<file path="config.mk">
export PLATFORM = sky130hd
export DESIGN_NAME = strobe_classifier
export DESIGN_NICKNAME = d
export VERILOG_FILES = /design/src/rtl/strb_pkg.sv /design/src/rtl/strb_base_addr.sv /design/src/rtl/strb_seq.sv /design/src/rtl/strb_accum.sv /design/src/rtl/strobe_classifier.sv
export SDC_FILE = /design/constraint.sdc
export NUM_CORES = 1
export LEC_CHECK = 0
export BUFFER_PORTS_ARGS = -buffer_cell sky130_fd_sc_hd__buf_2
export CORE_ASPECT_RATIO = 1.75
export CORE_UTILIZATION = 50
export DETAILED_ROUTE_END_ITERATION = 6
export PLACE_DENSITY_LB_ADDON = 0.05
export SLEW_MARGIN = 30
export SYNTH_ARGS = -nofsm -noshare
export SYNTH_HDL_FRONTEND = slang
export SYNTH_SLANG_ARGS = --single-unit
</file>
<file path="constraint.sdc">
create_clock -name clk -period 2.3 [get_ports clk]
set_input_delay 0.46 -clock clk [delete_from_list [all_inputs] [get_ports clk]]
set_output_delay 0.46 -clock clk [all_outputs]
set_load 0.05 [all_outputs]
</file>
<file path="src/rtl/strb_pkg.sv">
package strb_pkg;
  typedef enum logic [1:0] {
    ST_IDLE  = 2'd0,
    ST_CLEAR = 2'd1,
    ST_REQ   = 2'd2,
    ST_RSP   = 2'd3
  } seq_state_t;
endpackage

</file>
<file path="src/rtl/strb_base_addr.sv">
module strb_base_addr #(
  parameter int ADDR_W      = 32,
  parameter int CFG_W       = 8,
  parameter int RANK_SHIFT  = 25,
  parameter int IL_BIT      = 6,
  parameter int PAIR_STRIDE = 128
) (
  input  logic              chan,
  input  logic              interleave,
  input  logic [CFG_W-1:0]  rank_bound,
  input  logic              odd,
  output logic [ADDR_W-1:0] addr
);
  localparam int WIDE_W = ADDR_W + CFG_W;

  logic [WIDE_W-1:0] rank_wide;
  logic [ADDR_W-1:0] base;

  always_comb begin
    rank_wide = {{ADDR_W{1'b0}}, rank_bound} << RANK_SHIFT;
    if (!chan)
      base = '0;
    else if (interleave)
      base = ADDR_W'(1) << IL_BIT;
    else
      base = rank_wide[ADDR_W-1:0];
    addr = base + (odd ? ADDR_W'(PAIR_STRIDE) : '0);
  end
endmodule

</file>
<file path="src/rtl/strb_seq.sv">
module strb_seq
  import strb_pkg::*;
#(
  parameter int ITERS = 28
) (
  input  logic clk,
  input  logic rst_n,
  input  logic start,
  input  logic req_ready,
  input  logic rsp_valid,
  output logic accept,
  output logic busy,
  output logic clear,
  output logic req_valid,
  output logic rsp_ready,
  output logic odd,
  output logic sample_en,
  output logic finish,
  output logic done
);
  localparam int RD_CNT = 2 * ITERS;
  localparam int CNT_W  = $clog2(RD_CNT + 1);

  seq_state_t state_q, state_d;
  logic [CNT_W-1:0] cnt_q;
  logic done_q;
  logic last;

  assign last      = (cnt_q == CNT_W'(RD_CNT - 1));
  assign accept    = (state_q == ST_IDLE) && start;
  assign busy      = (state_q != ST_IDLE);
  assign clear     = (state_q == ST_CLEAR);
  assign req_valid = (state_q == ST_REQ);
  assign rsp_ready = (state_q == ST_RSP);
  assign sample_en = rsp_ready && rsp_valid;
  assign finish    = sample_en && last;
  assign odd       = cnt_q[0];
  assign done      = done_q;

  always_comb begin
    state_d = state_q;
    unique case (state_q)
      ST_IDLE:  if (start) state_d = ST_CLEAR;
      ST_CLEAR: state_d = ST_REQ;
      ST_REQ:   if (req_ready) state_d = ST_RSP;
      ST_RSP:   if (rsp_valid) state_d = last ? ST_IDLE : ST_REQ;
      default:  state_d = ST_IDLE;
    endcase
  end

  always_ff @(posedge clk) begin
    if (!rst_n) begin
      state_q <= ST_IDLE;
      cnt_q   <= '0;
      done_q  <= 1'b0;
    end else begin
      state_q <= state_d;
      done_q  <= finish;
      if (clear)
        cnt_q <= '0;
      else if (sample_en)
        cnt_q <= cnt_q + 1'b1;
    end
  end

  // done lasts one cycle
  a_r10_done_single: assert property (@(posedge clk) disable iff (!rst_n)
    done |=> !done);
  // a clear pulse lasts one cycle and is followed by a request
  a_r1_clear_pulse: assert property (@(posedge clk) disable iff (!rst_n)
    clear |=> (!clear && req_valid));
  // a clear only ever follows a start taken while idle
  a_r11_clear_from_idle: assert property (@(posedge clk) disable iff (!rst_n)
    $rose(clear) |-> $past(accept));
  // one outstanding read
  a_r6_one_outstanding: assert property (@(posedge clk) disable iff (!rst_n)
    req_valid |-> !rsp_ready);
  // the counter never passes the read count
  a_r2_count_bound: assert property (@(posedge clk) disable iff (!rst_n)
    cnt_q <= CNT_W'(RD_CNT));
endmodule

</file>
<file path="src/rtl/strb_accum.sv">
module strb_accum #(
  parameter int STROBE_W  = 8,
  parameter int STAT_W    = 32,
  parameter int HI_BIT    = 19,
  parameter int LO_BIT    = 18,
  parameter int CH0_SHIFT = 2
) (
  input  logic                clk,
  input  logic                rst_n,
  input  logic                clear,
  input  logic                sample_en,
  input  logic                finish,
  input  logic                chan,
  input  logic [STROBE_W-1:0] strobe,
  output logic [STAT_W-1:0]   status
);
  logic [STROBE_W-1:0] and_q, or_q, and_n, or_n;
  logic [STAT_W-1:0]   raw, norm, status_q;
  logic                all_hi, all_lo;

  always_comb begin
    and_n  = and_q & strobe;
    or_n   = or_q | strobe;
    all_hi = &and_n;
    all_lo = ~|or_n;
    // channel 0 flags sit two lanes lower in the raw word
    raw = '0;
    if (chan) begin
      raw[HI_BIT] = all_hi;
      raw[LO_BIT] = all_lo;
    end else begin
      raw[HI_BIT-CH0_SHIFT] = all_hi;
      raw[LO_BIT-CH0_SHIFT] = all_lo;
    end
    norm = chan ? raw : (raw << CH0_SHIFT);
  end

  always_ff @(posedge clk) begin
    if (!rst_n) begin
      and_q    <= '1;
      or_q     <= '0;
      status_q <= '0;
    end else if (clear) begin
      and_q    <= '1;
      or_q     <= '0;
      status_q <= '0;
    end else if (sample_en) begin
      and_q <= and_n;
      or_q  <= or_n;
      if (finish) status_q <= norm;
    end
  end

  assign status = status_q;

  // the two flags are never set together
  a_r9_exclusive: assert property (@(posedge clk) disable iff (!rst_n)
    !(status[HI_BIT] && status[LO_BIT]));
  // the verdict holds between updates
  a_r10_status_hold: assert property (@(posedge clk) disable iff (!rst_n)
    (!finish && !clear) |=> $stable(status));
endmodule

</file>
<file path="src/rtl/strobe_classifier.sv">
module strobe_classifier #(
  parameter int ITERS       = 28,
  parameter int STROBE_W    = 8,
  parameter int ADDR_W      = 32,
  parameter int CFG_W       = 8,
  parameter int STAT_W      = 32,
  parameter int RANK_SHIFT  = 25,
  parameter int IL_BIT      = 6,
  parameter int PAIR_STRIDE = 128
) (
  input  logic                clk,
  input  logic                rst_n,
  input  logic                start,
  input  logic                chan_sel,
  input  logic                interleave,
  input  logic [CFG_W-1:0]    rank_bound,
  output logic                busy,
  output logic                sample_clear,
  output logic                rd_req_valid,
  input  logic                rd_req_ready,
  output logic [ADDR_W-1:0]   rd_req_addr,
  input  logic                rd_rsp_valid,
  output logic                rd_rsp_ready,
  input  logic [STROBE_W-1:0] rd_rsp_strobe,
  output logic                done,
  output logic [STAT_W-1:0]   status
);
  logic             accept, odd, sample_en, finish;
  logic             chan_q, il_q;
  logic [CFG_W-1:0] rank_q;

  always_ff @(posedge clk) begin
    if (!rst_n) begin
      chan_q <= 1'b0;
      il_q   <= 1'b0;
      rank_q <= '0;
    end else if (accept) begin
      chan_q <= chan_sel;
      il_q   <= interleave;
      rank_q <= rank_bound;
    end
  end

  strb_seq #(.ITERS(ITERS)) u_seq (
    .clk       (clk),
    .rst_n     (rst_n),
    .start     (start),
    .req_ready (rd_req_ready),
    .rsp_valid (rd_rsp_valid),
    .accept    (accept),
    .busy      (busy),
    .clear     (sample_clear),
    .req_valid (rd_req_valid),
    .rsp_ready (rd_rsp_ready),
    .odd       (odd),
    .sample_en (sample_en),
    .finish    (finish),
    .done      (done)
  );

  strb_base_addr #(
    .ADDR_W(ADDR_W), .CFG_W(CFG_W), .RANK_SHIFT(RANK_SHIFT),
    .IL_BIT(IL_BIT), .PAIR_STRIDE(PAIR_STRIDE)
  ) u_addr (
    .chan       (chan_q),
    .interleave (il_q),
    .rank_bound (rank_q),
    .odd        (odd),
    .addr       (rd_req_addr)
  );

  strb_accum #(.STROBE_W(STROBE_W), .STAT_W(STAT_W)) u_accum (
    .clk       (clk),
    .rst_n     (rst_n),
    .clear     (sample_clear),
    .sample_en (sample_en),
    .finish    (finish),
    .chan      (chan_q),
    .strobe    (rd_rsp_strobe),
    .status    (status)
  );

  // a stalled request holds its address
  a_r6_req_hold: assert property (@(posedge clk) disable iff (!rst_n)
    (rd_req_valid && !rd_req_ready) |=> (rd_req_valid && $stable(rd_req_addr)));
  // configuration is held for the whole pass
  a_r12_cfg_hold: assert property (@(posedge clk) disable iff (!rst_n)
    (busy && !sample_clear) |=> ($stable(chan_q) && $stable(rank_q)));
endmodule

</file>
==> results.toml <==
[outcome]
status = "finished, final reports clean"

[layout]
utilization_pct = 56.2
final_common_cell = "conb_1"
antenna_cells = 0
final_area_um2 = 2060
nets = 284
final_layout_size_suffix_gt1_share_pct = 21.8
syn2layout_area_growth_pct = 6.06
layout.cells.most_common_list = "49 x conb_1, 41 x buf_2, 40 x dfxtp_1, 21 x nor2_1, 16 x nand2_1"
fin_cells = 307
fill_cells = 366

[timing]
max_freq_mhz = 535
fin_crit_ns = 1.87
drv_slew = 0
min_period_over_period_pct = 81.2
setup-tns-final_ns = 0
fin_ws_ns = 0.432
finalHoldViolations = 0
clock_skew_ns = 0.00813
rsz0062_at_grt = "false"
fin_hold_ws_ns = 0.407
setup_viol_count_final = 0

[worst_setup_path]
worstPathMaxFanout = 7
max_stage_delay_ns = 0.34
reg2reg_from = "u_seq.state_q[0]"
crit_path_cell_trace = "nor2b_1 > and2_1 > buf_2"
crit_slowest_cell = "nor2b_1"
crit_required_ns = 1.84
ff2ff_path_depth = 3
path_class = "reg -> out"
rr_endpoint = "u_seq.cnt_q[5]"
cp-end-kind = "output port"
cp-start-kind = "flop"
reg2reg_slack_ns = 0.66
critPathArrivalTime_ns = 1.41

[route]
wl_per_cell_um = 10.7
detail-route-antenna-nets = 0
vias = 1420
drt_iter0_drc = 18
post-route-drc-count = 0
vias_per_cell = 4.63
dr.pass1.iters = 4
drt_wl_total_um = 3290

[clock_network]
cts_buffers = 5
cts_tree = "done"
htree_num_levels = 2
clk_latency_ns = 0.29
root_buffer = "clkbuf_8"
hold_buffers = 0
clockBufferDepth = 2
clkTransAtPathRegs_ns = 0.08
cts.sinks = 40
cts_resized = 0
post_cts_buffers = 0

[yosys]
synthesis.area_um2 = 1940
yosysWarnings = 0
syn_avg_cell_area_um2 = 8.78
yosysSeqAreaShare_pct = 41.3
syn_inst = 221
ys_ff_latch = 40
ys_types = 34

[power]
leakagePower_nw = 0.996
power.density_nw_per_um2 = 725
p_total_mw = 1.49
peakVddDrop_uv = 501

[placed_design]
io_buffers = 41
dp_worst_setup_slack_ns = 0.663
hpwlAfterDp_um = 2570
dp.cells = 299
dpl_cell_area_um2 = 1970
finalWeightedCongestion = 0.775

[die]
fp.dieH_um = 84.4
die-area_um2 = 4140
num_rows = 29
start_util_pct = 53.0
die_width_um = 49.1
io_pins = 92
core_um2 = 3660

[hold_path]
min_from = "rank_bound[4]"
whs_path_depth = 3
hold_path_end = "rank_q[4]"
worstHoldPathType = "in -> reg"

[global_route]
grt_first_pass_wirelength_um = 5510
grt_usage_pct = 17.0
grt_max_degree = 14
grt_remaining_overflow = 0
grt_pass1_vias = 1281
antenna_found_initial = 0

[job]
maxCapViolCount = 0
-- synthesized netlist by cell type (all sizes together) --
library cell,count,area [um2]
and3,6,38.8
inv,3,11.3
clkbuf,2,7.51
or2,1,6.26
nor2,21,78.8
nor2b,2,12.5
a311oi,1,8.76
a21oi,12,63.8
and4b,1,10.0
ha,1,12.5
o22ai,2,12.5
nor4,4,25.0
and4,1,10.0
and2,11,68.8
o21ai,10,50.1
xnor2,1,8.76
nor3b,1,7.51
o31ai,1,7.51
nand2b,1,13.8
nand3,4,25.0
or4,2,18.8
nand4,7,43.8
nand2,16,60.1
or3,2,12.5
a2bb2oi,1,8.76
buf,56,413
dfxtp,40,801
mux2i,10,100
conb,1,3.75
-- worst max path at each step --
stage                       to              from  slack [ns]
6_report       rd_req_addr[30]            chan_q        0.43
5_1_grt        rd_req_addr[29]            chan_q        0.32
4_1_cts        rd_req_addr[30]            chan_q        0.40
3_5_place_dp    u_seq.cnt_q[5]  u_seq.state_q[0]        0.66
3_3_place_gp    u_seq.cnt_q[5]  u_seq.state_q[0]        0.69
2_1_floorplan     rd_req_valid  u_seq.state_q[1]        0.65
-- cell families after synthesis --
| group | count (synthesis) | synth area share [%] |
|---|---|---|
| AND/OR/NAND/NOR | 80 | 22.2 |
| multiplexers | 10 | 5.16 |
| XOR/XNOR | 1 | 0.451 |
| AO/OA/AOI/OAI | 27 | 7.80 |
| buffers and inverters | 61 | 22.2 |
| flip-flops | 40 | 41.3 |
| adder cells (fa/ha/maj) | 1 | 0.645 |
| other | 1 | 0.193 |
-- flip-flops by register name (all words and copies together), names as in the netlist --
name            flops
u_seq.state_q       2
chan_q              1
il_q                1
u_seq.cnt_q         6
u_accum.or_q        8
u_accum.and_q       8
u_seq.done          1
rank_q              7
u_accum.status      6
-- cell type report --
type | instances | area [um2] | share of cell area, %
timing repair buffer | 42 | 213 | 10.3
sequential | 40 | 801 | 38.9
multi-input combinational | 168 | 888 | 43.2
inverter | 3 | 11.3 | 0.547
clock inverter | 3 | 18.8 | 0.912
clock buffer | 5 | 68.8 | 3.34
tap | 46 | 57.6 | 2.80
-- report_power, final --
| part | switching, mW | internal [mW] | total [mW] |
|---|---|---|---|
| Combinational | 0.263 | 0.0527 | 0.316 |
| Clock | 0.240 | 0.211 | 0.451 |
| Sequential | 0.0152 | 0.709 | 0.724 |
-- critical path: cells and delay by family, from the launching register on --
kind	cells	cell delay [ns]
buffers and inverters	1	0.26
flip-flops	1	0.33
AND/OR/NAND/NOR	2	0.53
-- routing by layer --
layer,wire length (um),part of all wire (%),vias up,track usage [%]
met3,206,6.3,6,5.43
met2,1700,52,53,29.6
met1,1330,40,641,18.5
li1,-,-,720,-
met4,55,1.7,0,7.22
met5,0,0,-,0
(Power assumes the default switching activity.)
